<file path="src/rtl/a4rx_pkg.sv">
package a4rx_pkg;

  localparam int WORD_MAX = 32;
  localparam int WORD_SHORT = 25;

  typedef enum logic [1:0] {
    SYM_NULL = 2'b00,
    SYM_ONE  = 2'b01,
    SYM_ZERO = 2'b10,
    SYM_BAD  = 2'b11
  } sym_t;

  typedef enum logic [2:0] {
    FR_HUNT, FR_CONF, FR_HIGH, FR_GAP, FR_TAIL
  } fr_state_t;

  // rail A marks a one, rail B marks a zero
  function automatic sym_t rails_to_sym(logic a, logic b);
    case ({b, a})
      2'b00:   return SYM_NULL;
      2'b01:   return SYM_ONE;
      2'b10:   return SYM_ZERO;
      default: return SYM_BAD;
    endcase
  endfunction

  // 1 when the counted bits hold an even number of ones
  function automatic logic parity_fault(logic [WORD_MAX-1:0] w, logic short_len);
    logic [WORD_MAX-1:0] m;
    m = short_len ? {{(WORD_MAX-WORD_SHORT){1'b0}}, {WORD_SHORT{1'b1}}} : '1;
    return ~(^(w & m));
  endfunction

  function automatic logic [15:0] first_half(logic [WORD_MAX-1:0] w, logic pf);
    return {w[14:8], pf, w[7:0]};
  endfunction

  function automatic logic [15:0] second_half(logic [WORD_MAX-1:0] w, logic short_len);
    return short_len ? {7'd0, w[23:15]} : w[30:15];
  endfunction

endpackage

</file>
<file path="src/rtl/a4rx_sampler.sv">
module a4rx_sampler
  import a4rx_pkg::*;
#(
  parameter int SYNC_STAGES = 2,
  parameter int SLOW_DIV = 8
) (
  input  logic clk,
  input  logic rst_n,
  input  logic line_a,
  input  logic line_b,
  input  logic wrap_a,
  input  logic wrap_b,
  input  logic wrap_invert,
  input  logic self_test,
  input  logic rate_slow,
  output logic tick,
  output sym_t sym
);
  localparam int DIV_W = (SLOW_DIV > 1) ? $clog2(SLOW_DIV) : 1;
  localparam logic [DIV_W-1:0] DIV_TOP = DIV_W'(SLOW_DIV - 1);

  logic pick_a, pick_b;
  logic [SYNC_STAGES-1:0] sa, sb;
  logic [DIV_W-1:0] dcnt;

  always_comb begin
    if (self_test) begin
      pick_a = wrap_invert ? wrap_b : wrap_a;
      pick_b = wrap_invert ? wrap_a : wrap_b;
    end else begin
      pick_a = line_a;
      pick_b = line_b;
    end
  end

  always_ff @(posedge clk) begin
    if (!rst_n) begin
      sa   <= '0;
      sb   <= '0;
      dcnt <= '0;
    end else begin
      sa   <= {sa[SYNC_STAGES-2:0], pick_a};
      sb   <= {sb[SYNC_STAGES-2:0], pick_b};
      dcnt <= (dcnt == DIV_TOP) ? '0 : dcnt + 1'b1;
    end
  end

  assign tick = !rate_slow || (dcnt == '0);
  assign sym  = rails_to_sym(sa[SYNC_STAGES-1], sb[SYNC_STAGES-1]);
endmodule

</file>
<file path="src/rtl/a4rx_framer.sv">
module a4rx_framer
  import a4rx_pkg::*;
#(
  parameter int SAMPLES_PER_BIT = 10,
  parameter int CONFIRM_TICKS = 2,
  parameter int QUIET_BITS = 10
) (
  input  logic                clk,
  input  logic                rst_n,
  input  logic                tick,
  input  sym_t                sym,
  input  logic                len25,
  input  logic                mode_chg,
  output logic                word_done,
  output logic [WORD_MAX-1:0] word,
  output logic                quiet_wait
);
  localparam int QUIET_TICKS = QUIET_BITS * SAMPLES_PER_BIT;
  localparam int RUN_W = $clog2(QUIET_TICKS + 1);
  localparam int TK_W  = $clog2(SAMPLES_PER_BIT);
  localparam int IDX_W = $clog2(WORD_MAX + 1);
  localparam int POS_W = $clog2(WORD_MAX);
  localparam logic [RUN_W-1:0] RUN_TOP = '1;
  localparam logic [RUN_W-1:0] QUIET_L = RUN_W'(QUIET_TICKS);
  localparam logic [RUN_W-1:0] BIT_L   = RUN_W'(SAMPLES_PER_BIT);
  localparam logic [RUN_W-1:0] GAP_L   = RUN_W'(SAMPLES_PER_BIT - 3);
  localparam logic [RUN_W-1:0] TAIL_L  = RUN_W'(SAMPLES_PER_BIT - 1);
  localparam logic [TK_W-1:0]  CONF_L  = TK_W'(CONFIRM_TICKS - 1);
  localparam logic [TK_W-1:0]  HIGH_L  = TK_W'(SAMPLES_PER_BIT - 2);

  fr_state_t st;
  sym_t cand;
  logic [RUN_W-1:0] nrun;
  logic [TK_W-1:0] tk;
  logic [IDX_W-1:0] bidx, len_bits;
  logic is_bit, armed;

  assign is_bit   = (sym == SYM_ONE) || (sym == SYM_ZERO);
  assign armed    = quiet_wait ? (nrun >= QUIET_L) : (nrun >= BIT_L);
  assign len_bits = len25 ? IDX_W'(WORD_SHORT) : IDX_W'(WORD_MAX);

  always_ff @(posedge clk) begin
    if (!rst_n) begin
      st <= FR_HUNT;  cand <= SYM_NULL;  nrun <= '0;  tk <= '0;
      bidx <= '0;  word <= '0;  word_done <= 1'b0;  quiet_wait <= 1'b0;
    end else begin
      word_done <= 1'b0;
      if (mode_chg) begin
        st <= FR_HUNT;
        nrun <= '0;
        quiet_wait <= 1'b1;
      end else if (tick) begin
        nrun <= (sym != SYM_NULL) ? '0 : (nrun == RUN_TOP) ? nrun : nrun + 1'b1;
        case (st)
          FR_HUNT: if (is_bit && armed) begin
            st <= FR_CONF;  cand <= sym;  tk <= '0;
            bidx <= '0;  word <= '0;  quiet_wait <= 1'b0;
          end
          FR_CONF: begin
            if (sym != cand) st <= FR_HUNT;
            else if (tk == CONF_L) begin
              word[bidx[POS_W-1:0]] <= (cand == SYM_ONE);
              bidx <= bidx + 1'b1;
              st   <= FR_HIGH;
            end
            tk <= tk + 1'b1;
          end
          FR_HIGH: begin
            if (sym == SYM_NULL) st <= (bidx == len_bits) ? FR_TAIL : FR_GAP;
            else if (sym != cand || tk == HIGH_L) st <= FR_HUNT;
            tk <= tk + 1'b1;
          end
          FR_GAP: begin
            if (is_bit) begin
              st <= FR_CONF;  cand <= sym;  tk <= '0;
            end else if (sym == SYM_BAD || nrun >= GAP_L) st <= FR_HUNT;
          end
          FR_TAIL: begin
            if (sym != SYM_NULL) st <= FR_HUNT;
            else if (nrun == TAIL_L) begin
              word_done <= 1'b1;
              st <= FR_HUNT;
            end
          end
          default: st <= FR_HUNT;
        endcase
      end
    end
  end
endmodule

</file>
<file path="src/rtl/a4rx_holdbuf.sv">
module a4rx_holdbuf
  import a4rx_pkg::*;
(
  input  logic                clk,
  input  logic                rst_n,
  input  logic                word_done,
  input  logic [WORD_MAX-1:0] word,
  input  logic                len25,
  input  logic                sd_en,
  input  logic [1:0]          sd_code,
  input  logic                rd_sel,
  input  logic                rd_oe_n,
  output logic [15:0]         rd_data,
  output logic                ready_n,
  output logic                acc_pulse,
  output logic                clr_pulse
);
  logic full, oe_q, oe_fall, code_ok;
  logic [1:0] seen, seen_next;
  logic [15:0] h1, h2;

  assign oe_fall   = oe_q && !rd_oe_n;
  assign seen_next = seen | (rd_sel ? 2'b10 : 2'b01);
  assign clr_pulse = full && oe_fall && (&seen_next);
  assign code_ok   = !sd_en || ({word[9], word[8]} == sd_code);
  assign acc_pulse = word_done && code_ok && (!full || clr_pulse);

  always_ff @(posedge clk) begin
    if (!rst_n) begin
      full <= 1'b0;  oe_q <= 1'b1;  seen <= '0;  h1 <= '0;  h2 <= '0;
    end else begin
      oe_q <= rd_oe_n;
      if (acc_pulse) begin
        h1   <= first_half(word, parity_fault(word, len25));
        h2   <= second_half(word, len25);
        full <= 1'b1;
        seen <= '0;
      end else if (clr_pulse) begin
        full <= 1'b0;
        seen <= '0;
      end else if (full && oe_fall) begin
        seen <= seen_next;
      end
    end
  end

  assign rd_data = rd_sel ? h2 : h1;
  assign ready_n = !full;
endmodule

</file>
<file path="src/rtl/a4rx_deser.sv">
module a4rx_deser
  import a4rx_pkg::*;
#(
  parameter int SAMPLES_PER_BIT = 10,
  parameter int CONFIRM_TICKS = 2,
  parameter int QUIET_BITS = 10,
  parameter int SLOW_DIV = 8,
  parameter int SYNC_STAGES = 2
) (
  input  logic        clk,
  input  logic        rst_n,
  input  logic        line_a,
  input  logic        line_b,
  input  logic        wrap_a,
  input  logic        wrap_b,
  input  logic        wrap_invert,
  input  logic        self_test,
  input  logic        rate_slow,
  input  logic        len25,
  input  logic        sd_en,
  input  logic [1:0]  sd_code,
  input  logic        rd_sel,
  input  logic        rd_oe_n,
  output logic [15:0] rd_data,
  output logic        ready_n
);
  logic tick, st_q, mode_chg, word_done, quiet_wait, acc_pulse, clr_pulse;
  sym_t sym;
  logic [WORD_MAX-1:0] word;

  always_ff @(posedge clk) begin
    if (!rst_n) st_q <= 1'b0;
    else        st_q <= self_test;
  end
  assign mode_chg = st_q ^ self_test;

  a4rx_sampler #(.SYNC_STAGES(SYNC_STAGES), .SLOW_DIV(SLOW_DIV)) u_smp (
    .clk(clk), .rst_n(rst_n), .line_a(line_a), .line_b(line_b),
    .wrap_a(wrap_a), .wrap_b(wrap_b), .wrap_invert(wrap_invert),
    .self_test(self_test), .rate_slow(rate_slow), .tick(tick), .sym(sym));

  a4rx_framer #(.SAMPLES_PER_BIT(SAMPLES_PER_BIT), .CONFIRM_TICKS(CONFIRM_TICKS),
                .QUIET_BITS(QUIET_BITS)) u_frm (
    .clk(clk), .rst_n(rst_n), .tick(tick), .sym(sym), .len25(len25),
    .mode_chg(mode_chg), .word_done(word_done), .word(word), .quiet_wait(quiet_wait));

  a4rx_holdbuf u_buf (
    .clk(clk), .rst_n(rst_n), .word_done(word_done), .word(word), .len25(len25),
    .sd_en(sd_en), .sd_code(sd_code), .rd_sel(rd_sel), .rd_oe_n(rd_oe_n),
    .rd_data(rd_data), .ready_n(ready_n), .acc_pulse(acc_pulse), .clr_pulse(clr_pulse));
endmodule

</file>
<file path="config.mk">
export PLATFORM = sky130hd
export DESIGN_NAME = a4rx_deser
export DESIGN_NICKNAME = d
export VERILOG_FILES = /design/src/rtl/a4rx_pkg.sv /design/src/rtl/a4rx_sampler.sv /design/src/rtl/a4rx_framer.sv /design/src/rtl/a4rx_holdbuf.sv /design/src/rtl/a4rx_deser.sv
export SDC_FILE = /design/constraint.sdc
export NUM_CORES = 1
export LEC_CHECK = 0
export BUFFER_PORTS_ARGS = -buffer_cell sky130_fd_sc_hd__buf_2
export CAP_MARGIN = 20
export CORE_UTILIZATION = 50
export CTS_BUF_LIST = sky130_fd_sc_hd__clkbuf_4 sky130_fd_sc_hd__clkbuf_8
export DETAILED_ROUTE_END_ITERATION = 8
export PLACE_DENSITY = 0.69
export SYNTH_ARGS = -nofsm -noshare
export SYNTH_HDL_FRONTEND = slang
export SYNTH_HIERARCHICAL = 1
export SYNTH_SLANG_ARGS = --single-unit
</file>
<file path="constraint.sdc">
create_clock -name clk -period 2.45 [get_ports clk]
set_input_delay 0.49 -clock clk [delete_from_list [all_inputs] [get_ports clk]]
set_output_delay 0.49 -clock clk [all_outputs]
set_load 0.03 [all_outputs]
</file>
# Word-level counts from Yosys, hierarchy flattened
# Cells that the tools add are included.
[classes]
n_lt_le_gt_ge = 5
n_addsub = 4
n_reduce_logical = 42
mux = 48
eq_ne = 27
n_bitwise = 8
[op_table]
columns = ["op", "count"]
rows = [
  ["two-way mux 32 bit", 4],
  ["case mux 32 bit (2 select lines)", 1],
  ["AND 32 bit", 1],
  ["bitwise mux 32 bit", 1],
  ["two-way mux 16 bit", 2],
  ["XOR reduction 32 bit", 1],
  ["two-way mux 3 bit", 10],
  ["two-way mux 6 bit", 4],
  ["case mux 3 bit (5 select lines)", 1],
  ["two-way mux 7 bit", 2],
  ["nonzero test 2 bit", 7],
  ["two-way mux 1 bit", 13],
  ["!= test 3 x 1 -> 1 bit, second input constant", 4],
  ["case mux 4 bit (3 select lines)", 1],
  ["case mux 6 bit (2 select lines)", 1],
  ["AND reduction 6 bit", 2],
  ["AND reduction 5 bit", 2],
  ["two-way mux 4 bit", 2],
  ["adder 7 x 1 -> 7 bit, second input constant", 1],
  ["equality test 7 x 4 -> 1 bit, second input constant", 1],
  ["equality test 7 bit, second input constant", 1],
  ["greater-or-equal comparator 7 x 3 -> 1 bit, second input constant", 1],
  ["greater-or-equal comparator 7 x 4 -> 1 bit, second input constant", 1],
  ["greater-or-equal comparator 7 bit, second input constant", 1],
  ["other kinds (35)", 69],
]
[word_totals]
elab_cells = 151
out_inout_bits = 17
reg_bits = 100

# Longest topological paths before layout
# Gate-level depths: netlist of the first run.
[logic_depth]
depth_word = 9
mapped_depth = 11
ltp_nobuf = 9

# Modules after synthesis
# The synthesis of the first run kept the hierarchy.
[by_module_without_submodules]
columns = ["module", "cells_per_inst", "seq_area_each_um2", "area_each_um2", "instances"]
rows = [
  ["a4rx_framer", 410, 1121.1, 3337.0, 1],
  ["a4rx_holdbuf", 209, 720.7, 1899.3, 1],
  ["a4rx_sampler", 27, 140.1, 279.0, 1],
  ["a4rx_deser", 3, 20.0, 36.3, 1],
]

# Worst setup path after synthesis of the first run
# Ideal clock, no wire load.
[synth_path]
kind = "reg2reg"
start = "register u_smp.dcnt[0]"
end = "register u_frm.word[1]"
stages_incl_launch_ff = 12
arrival_time_ps = 2438
setup_time_ps = 135
path_buffers = 2
synth_period_minus_slack_ps = 2572
path_slack_ps = -122
cell_sequence = "dfxtp_1 -> inv_1 -> ha_1 -> inv_1 -> o21ai_0 -> inv_1 -> nor2_1 -> nand3_1 -> clkbuf_1 -> clkbuf_1 -> nor4b_1 -> o22ai_2"
[synth_between]
elab_chain_len = 3
[synth_rtl]
columns = ["element", "line_no", "rtl"]
rows = [
  ["from (decl)", "a4rx_sampler.sv:24", "logic [DIV_W-1:0] dcnt;"],
  ["from (signal assigned)", "a4rx_sampler.sv:44", "dcnt <= (dcnt == DIV_TOP) ? '0 : dcnt + 1'b1;"],
  ["logical NOT 3 bit", "a4rx_sampler.sv:48", "assign tick = !rate_slow || (dcnt == '0);"],
  ["logical OR 1 bit", "a4rx_sampler.sv:48", ""],
  ["net tick", "a4rx_deser.sv:27", "logic tick, st_q, mode_chg, word_done, quiet_wait, acc_pulse, clr_pulse;"],
  ["AND reduction 6 bit (no line)", "n/a", ""],
  ["to (signal, indexed assignment)", "a4rx_framer.sv:62", "word[bidx[POS_W-1:0]] <= (cand == SYM_ONE);"],
  ["to (decl)", "a4rx_framer.sv:15", "output logic [WORD_MAX-1:0] word,"],
]
# The timed path passes the listed nets, and every way through them passes these cells.
# A chain may end at the register's enable or synchronous reset.

# Worst setup path in the final report of the first run
[layout_path]
start = "register u_smp.sa[1]"
end = "register u_frm.word[7]"
[layout_between]
elab_chain_len = 7
word_cells_on_any_way = 12
[layout_rtl]
columns = ["element", "line_no", "rtl"]
rows = [
  ["from (decl)", "a4rx_sampler.sv:23", "logic [SYNC_STAGES-1:0] sa, sb;"],
  ["from (signal assigned)", "a4rx_sampler.sv:42", "sa <= {sa[SYNC_STAGES-2:0], pick_a};"],
  ["equality test 2 bit, or another cell as far along", "a4rx_pkg.sv:19", "case ({b, a})"],
  ["case mux 2 bit (3 select lines) (*)", "a4rx_pkg.sv:19", ""],
  ["equality test 2 x 1 -> 1 bit / equality test 2 bit (equally long branches)", "a4rx_framer.sv:38", "assign is_bit = (sym == SYM_ONE) || (sym == SYM_ZERO);"],
  ["logical OR 1 bit", "a4rx_framer.sv:38", ""],
  ["logical AND 1 bit", "a4rx_framer.sv:55", "FR_HUNT: if (is_bit && armed) begin"],
  ["!= test 2 x 1 -> 1 bit (no line)", "n/a", ""],
  ["AND reduction 6 bit (no line) (*)", "n/a", ""],
]
# Every way passes the cells marked *; elsewhere a longest branch is shown, timed or not.

==> results of run 1 <==
-- where the power goes --
group          internal [mW]  switching [mW]
Clock                  0.405           0.609
Combinational         0.0794           0.126
Sequential              1.64         0.00907
-- layer usage --
metal	track usage, %	routed length, um	up-vias
li1	-	-	2314
met4	8.22	206	0
met2	39.1	6090	103
met3	4.06	531	18
met1	30.7	6130	2266
met5	0	0	-
-- registers in the layout, summed over array words and instances (netlist names), 2 cells and up --
name / count
u_smp/sa: 2
u_frm/bidx: 6
u_smp/sb: 2
u_frm/word: 32
u_smp/dcnt: 3
u_frm/cand: 2
u_buf/seen: 2
u_frm/st: 3
u_buf/h2: 16
u_frm/nrun: 7
u_buf/h1: 16
u_frm/tk: 4
-- worst register-to-register path: stages, from the launching register on --
cell and delay [ns]:
sky130_fd_sc_hd__dfxtp_1 0.34, sky130_fd_sc_hd__inv_1 0.05, sky130_fd_sc_hd__ha_1 0.34, sky130_fd_sc_hd__inv_1 0.10, sky130_fd_sc_hd__a221oi_4 0.32, sky130_fd_sc_hd__a21boi_2 0.13
sky130_fd_sc_hd__buf_4 0.23, sky130_fd_sc_hd__or3_1 0.42, sky130_fd_sc_hd__o41ai_2 0.32
-- worst max path at each step --
stage          slack, ns        endpoint  cells after the start           from
4_1_cts             0.06   u_frm/bidx[5]                     10  u_smp/dcnt[0]
3_3_place_gp        0.19  u_frm/word[26]                      7    u_frm/tk[0]
2_1_floorplan       0.02   u_frm/word[1]                     11  u_smp/dcnt[0]
3_5_place_dp        0.09   u_frm/bidx[5]                     10  u_smp/dcnt[0]
5_1_grt             0.01  u_frm/word[29]                      8    u_smp/sa[1]
6_report            0.11   u_frm/word[7]                      8    u_smp/sa[1]
-- layout make-up --
class	instances	area share [%]
clock buffer	10	2.27
clock inverter	6	0.744
inverter	20	1.24
multi-input combinational	486	54.2
sequential	100	33.1
tap	140	2.89
timing repair buffer	52	5.58
-- per-stage QoR --
| step | utilization (%) | std cells | hold slack (ns) | setup WS (ns) |
|---|---|---|---|---|
| 2_1_floorplan | - | 648 | 0.412 | 0.0151 |
| 3_3_place_gp | 54.1 | 798 | 0.418 | 0.193 |
| 3_5_place_dp | 54.1 | 798 | 0.426 | 0.0919 |
| 4_1_cts | 55.8 | 814 | 0.303 | 0.0601 |
| 5_1_grt | 55.9 | 814 | 0.301 | 0.0121 |
| 6_report | 55.9 | 814 | 0.306 | 0.106 |
==> key figures, run 1 <==
Routing
  • Vias after detailed routing: 4,701
  • Number of detailed-route iterations in the first pass: 7
  • Average detailed-routed wire length per instance: 15.9 um
  • Post-detailed-route count of antenna-violating nets: 0
  • Routed WL: 13,000 um
  • DR iter-0 viols: 259
  • Total DRC errors in the routed layout: 0
  • Number of vias per cell: 5.78

STA
  • Fin crit period: 2.34 ns
  • Final-report hold violation count: 0
  • Unrepaired setup endpoints after global routing: no
  • Final worst clock skew: 0.0123 ns
  • Max Fclk: 0.427 GHz
  • Total Neg Setup Slack: 0 ns
  • Final Cycle Share: 95.7%
  • Pin slew with the least headroom to its limit: 0.768 ns
  • Slew Viols, Final: 0
  • Count of endpoints failing setup in the final report: 0
  • Rel. slew slack: 48.7%

Final layout
  • Multi-input gate area in the final layout: 3280 um^2
  • Most common library cell in the layout ignoring fill and taps: sky130_fd_sc_hd__nand2_1
  • Layout overhead on the synthesized area: 9.18%
  • Diode count: 0
  • Number of filler instances in the final layout: 974
  • Final non-filler cell area: 6060 um^2
  • Sequential cell area: 2000 um^2
  • Layout cell share with drive strength beyond 1: 17.2%
  • Leading cell types in the layout, fill and taps excluded: 139 x sky130_fd_sc_hd__nand2_1, 100 x sky130_fd_sc_hd__dfxtp_1, 31 x sky130_fd_sc_hd__buf_2, 31 x sky130_fd_sc_hd__a21boi_1, 27 x sky130_fd_sc_hd__xnor2_1
  • Final nets: 699

Clock network
  • Total setup buffers inserted after CTS: 0
  • Root buffer cell: sky130_fd_sc_hd__clkbuf_8
  • TritonCTS Sinks: 100
  • Post-CTS Resized: 0
  • Max Root-Sink Buffers: 2
  • Clock tree from TritonCTS: done
  • Number of levels the H-tree was split into: 3
  • Clock-pin slew on the worst setup and hold paths: 0.10 ns
  • Number of hold buffers added after cts: 0
  • Clk_lat worst skew: 0.38 ns
  • Total clock buffers created by CTS: 9

Floorplan
  • Count of standard-cell rows: 38
  • Core region area: 10,800 um^2
  • Horiz. Die Dim: 107 um
  • Number of I/O pins: 32
  • Starting density of the core: 51.2%
  • Full die area: 11,500 um^2
  • Die Y: 107 um

Power
  • PD cells: 473 nW/um^2
  • Max IR drop VDD: 0.364 mV
  • Post-layout power: 2.87 mW
  • Reported leakage power: 2.17 nW

Flow run
  • Total of max-cap violations: 0

Setup path
  • Endpoint type of the worst setup path: flip-flop
  • Worst-path cell chain: inv_1 -> ha_1 -> inv_1 -> a221oi_4 -> a21boi_2 -> buf_4 -> or3_1 -> o41ai_2
  • Critical Path Source Type: flip-flop
  • Standard cell with the maximum stage delay on the critical path: sky130_fd_sc_hd__or3_1
  • Worst EP required: 2.72 ns
  • Buf+Inv Stages, Crit Path: 3
  • Crit path largest cell delay: 0.42 ns
  • Critical path's most frequent cell: sky130_fd_sc_hd__inv_1
  • Worst R2R Path Depth: 8
  • Crit Reg-Reg Endpoint: u_frm/word[7]
  • Crit Path Category: flip-flop to flip-flop
  • Largest driver fanout on the critical path: 25
  • Arrival time of the worst setup path: 2.61 ns
  • FF-to-FF Start: u_smp/sa[1]
  • Kind of cell adding the most delay to the critical path: compound AO/OA/AOI/OAI gates
  • Slack of the worst reg-to-reg path: 0.11 ns

Yosys
  • Total standard cell area after synthesis: 5550 um^2
  • Ys Warns: 6
  • Post-Synthesis Mean Instance Area: 8.56 um^2
  • Synth Net Count: 678
  • Cell count after synthesis: 648

Min path
  • Hold path endpoint: u_buf/oe_q
  • Startpoint of the worst hold path: rd_oe_n
  • Kind of path behind the tightest hold check: input pin to flip-flop
  • Worst hold path cell count: 2

Global routing
  • Initial antenna violation count: 0
  • Total routing resource utilization after global routing: 23.5%
  • Wire length of the first global-routing pass: 21,400 um
  • Via count of the first global-routing pass: 4,409
  • Largest net degree at the start of global routing: 39
  • Total grt overflow: 0

Run status
  • Result of the run: finished clean

Placed design
  • Total half-perimeter wirelength after legalization and detailed placement: 9100 um
  • Global placer's final weighted congestion: 0.877
  • Number of port buffers: 31
  • Post-detailed-placement cell area: 5860 um^2
(Power assumes the default switching activity.)
==> run 2, diff against run 1 <==
- SYNTH_HIERARCHICAL: 1 -> unset
- TNS_END_PERCENT: unset -> 100
==> run 2 against run 1 <==
Net effect: maximum frequency rose by 3.5%; non-clock buffer count did not move; global-route usage fell by 0.37 points; core utilization rose by 1.6 points; clock-buffer cell count fell by 1; critical path depth did not move; clock power rose by 4%; design area fell by 6.9%; sequential share of layout area rose by 2.5 points; register-to-register slack improved by 0.08 ns; power rose by 0.59%; flip-flop and latch count did not move; critical endpoint is now u_frm.word[20]; largest power group unchanged.
==> key figures, run 2 <==
Global routing
  • Via count of the first global-routing pass: 3,860 (-12%)
  • Largest net degree at the start of global routing: 42 (+7.7%)
  • Wire length of the first global-routing pass: 18,900 um (-11%)
  • Initial antenna violation count: 0 (unchanged)
  • Total grt overflow: 0 (unchanged)
  • Total routing resource utilization after global routing: 23.2% (-0.37 points)

Power
  • Max IR drop VDD: 0.361 mV (-0.96%)
  • Post-layout power: 2.88 mW (+0.59%)
  • Reported leakage power: 2.37 nW (+9.2%)
  • PD cells: 511 nW/um^2 (+8.0%)

Setup path
  • Arrival time of the worst setup path: 2.57 ns (-0.04 ns)
  • Crit path largest cell delay: 0.45 ns (+0.03 ns)
  • Kind of cell adding the most delay to the critical path: compound AO/OA/AOI/OAI gates
  • Worst-path cell chain: ha_1 -> o21ba_2 -> o41a_1 -> nor3_4 -> and4_1 -> buf_12 -> nand2_4 -> o21ai_1
  • Worst EP required: 2.76 ns (+0.04 ns)
  • Standard cell with the maximum stage delay on the critical path: sky130_fd_sc_hd__o41a_1
  • Buf+Inv Stages, Crit Path: 1 (-2)
  • Critical Path Source Type: flip-flop
  • Largest driver fanout on the critical path: 8 (-68%)
  • Endpoint type of the worst setup path: flip-flop
  • Crit Path Category: flip-flop to flip-flop

Final layout
  • Number of flip-flops in the largest register: 32 (unchanged)
  • Diode count: 0 (unchanged)
  • Layout overhead on the synthesized area: 10.7%
  • Register with the most flip-flops: u_frm.word
  • Layout cell share with drive strength beyond 1: 16.3% (-0.90 points)
  • Final non-filler cell area: 5640 um^2 (-6.9%)
  • Leading cell types in the layout, fill and taps excluded: 99 x sky130_fd_sc_hd__dfxtp_1, 52 x sky130_fd_sc_hd__nor2_1, 51 x sky130_fd_sc_hd__a21oi_1
  • Final nets: 640 (-8.4%)
  • Most common library cell in the layout ignoring fill and taps: sky130_fd_sc_hd__dfxtp_1
  • Utilization after layout: 57.4% (+1.6 points)
  • Top Registers: u_frm.word (32), u_buf.h1 (16), u_buf.h2 (16)

Clock network
  • TritonCTS Sinks: 100 (unchanged)
  • Total setup buffers inserted after CTS: 0 (unchanged)
  • Root buffer cell: sky130_fd_sc_hd__clkbuf_8
  • Clock-pin slew on the worst setup and hold paths: 0.11 ns (about the same)
  • Max Root-Sink Buffers: 2 (unchanged)
  • Total clock buffers created by CTS: 9 (unchanged)
  • Number of levels the H-tree was split into: 3 (unchanged)
  • Clk_lat worst skew: 0.37 ns (about the same)
  • Clock tree from TritonCTS: done
  • Number of hold buffers added after cts: 0 (unchanged)

Placed design
  • Post-detailed-placement cell area: 5430 um^2 (-7.4%)
  • Total half-perimeter wirelength after legalization and detailed placement: 8260 um (-9.2%)
  • Number of port buffers: 31 (unchanged)
  • Global placer's final weighted congestion: 0.860 (-2.0%)

Floorplan
  • Number of I/O pins: 32 (unchanged)
  • Full die area: 10,600 um^2 (-8.0%)
  • Starting density of the core: 51.9% (+0.71 points)
  • Horiz. Die Dim: 103 um (-4.1%)
  • Core region area: 9820 um^2 (-9.4%)
  • Die Y: 103 um (-4.1%)
  • Count of standard-cell rows: 36 (-5.3%)

Yosys
  • Ys Warns: 0 (-6)
  • Post-Synthesis Mean Instance Area: 8.71 um^2 (+1.7%)
  • Largest area contributor in the netlist: sky130_fd_sc_hd__dfxtp_1
  • Post-synthesis sequential element count: 100
  • Async S/R FF share, synth: 0%
  • Leading cell type by number of instances after synthesis: sky130_fd_sc_hd__dfxtp_1
  • Portion of synthesized cell area occupied by the leading cell type: 39.3%
  • Total standard cell area after synthesis: 5090 um^2 (-8.2%)
  • Cells taking the most area after synthesis: sky130_fd_sc_hd__dfxtp_1 39%, sky130_fd_sc_hd__mux2i_1 5.7%, sky130_fd_sc_hd__a21oi_1 5.0%
  • Number of different library cells in the post-synthesis netlist: 59
  • Part of the Yosys area used for sequential elements: 39.3%
  • Count of flip-flops with a built-in enable after synthesis: 0
  • Cell count after synthesis: 585 (-9.7%)
  • Prevailing post-synth register cell: sky130_fd_sc_hd__dfxtp_1
  • Synth Net Count: 617 (-9.0%)
  • Synth cell count leaders: 100 x sky130_fd_sc_hd__dfxtp_1, 52 x sky130_fd_sc_hd__nor2_1, 51 x sky130_fd_sc_hd__a21oi_1, 43 x sky130_fd_sc_hd__o21ai_0, 33 x sky130_fd_sc_hd__o21ai_1

STA
  • Slew Viols, Final: 0 (unchanged)
  • Max Fclk: 0.441 GHz (+3.5%)
  • Fin crit period: 2.27 ns (-0.0789 ns)
  • Worst hold slack across all endpoints: 0.305 ns (-0.00146 ns)
  • Unrepaired setup endpoints after global routing: yes
  • Final Cycle Share: 92.5% (-3.2 points)
  • Total Neg Setup Slack: 0 ns (unchanged)
  • Rel. slew slack: 55.5% (+6.8 points)
  • Pin slew with the least headroom to its limit: 0.663 ns (-0.105 ns)
  • Count of endpoints failing setup in the final report: 0 (unchanged)
  • Final-report hold violation count: 0 (unchanged)
  • Final worst clock skew: 0.0120 ns (-0.000325 ns)

Routing
  • Post-detailed-route count of antenna-violating nets: 0 (unchanged)
  • Average detailed-routed wire length per instance: 15.5 um (-2.9%)
  • DR iter-0 viols: 232 (-10%)
  • Number of detailed-route iterations in the first pass: 5 (-2)
  • Routed WL: 11,500 um (-11%)
  • Number of vias per cell: 5.66 (-2.0%)
  • Vias after detailed routing: 4,221 (-10%)
  • Total DRC errors in the routed layout: 0 (unchanged)

Run status
  • Result of the run: finished clean

Min path
  • Kind of path behind the tightest hold check: input pin to flip-flop

Flow run
  • Total of max-cap violations: 0 (unchanged)
## run 2: worst reg2reg max path, delay by kind of cell, from the launching register on
kind | cells | cell delay (ns)
buffers and inverters | 1 | 0.15
flip-flops | 1 | 0.35
adder cells (fa/ha/maj) | 1 | 0.27
AO/OA/AOI/OAI | 3 | 0.88
AND/OR/NAND/NOR | 3 | 0.55
## run 2: area by class of cell
type	count	area [um^2]
clock buffer	9	124
clock inverter	7	76.3
fill	913	4180
inverter	15	56.3
multi-input combinational	430	2880
sequential	100	2000
tap	133	166
timing repair buffer	52	338
## run 2: repair_timing
item / CTS / global route
endpoints found under the setup margin: 0 / 33
endpoints found under the hold margin: 0 / 0
gates resized for setup: 0 / 5
## run 2: stage by stage
| stage | cells | setup WS (ns) |
|---|---|---|
| after global placement | 730 | 0.221 |
| after CTS | 746 | 0.109 |
| after floorplan | 585 | 0.262 |
| after global routing | 746 | -0.00439 |
| after detailed placement | 730 | 0.142 |
| final | 746 | 0.185 |
## run 2: power by group
group          total [mW]  switching [mW]  internal [mW]
Sequential           1.65          0.0103           1.64
Combinational       0.182           0.113         0.0688
Clock                1.05           0.644          0.407
Total                2.88           0.768           2.12
## run 2: worst paths after layout
kind | startpoint | to | slack [ns] | cells after the start
worst max-delay path | u_smp.sb[1] | u_frm.word[20] | 0.18 | 8
worst min-delay path | rd_oe_n | u_buf.oe_q | 0.30 | 2
worst max register to register | u_smp.sb[1] | u_frm.word[20] | 0.18 | 8
worst min register to register | u_smp.sa[0] | u_smp.sa[1] | 0.44 | 1
## run 2: routing by layer
metal	up-vias	routed length, um	global-route usage (%)
met4	0	180	6.93
met1	1956	5160	30.8
met2	136	5390	37.3
met3	20	792	5.49
li1	2109	-	-
met5	-	0	0
## run 2: cell families after synthesis
family                   share of synthesized area [%]
XOR/XNOR                                          6.90
flip-flops                                        39.3
buffers and inverters                             4.64
adder cells (fa/ha/maj)                           4.17
AND/OR/NAND/NOR                                   17.9
AO/OA/AOI/OAI                                     17.9
multiplexers                                      9.23
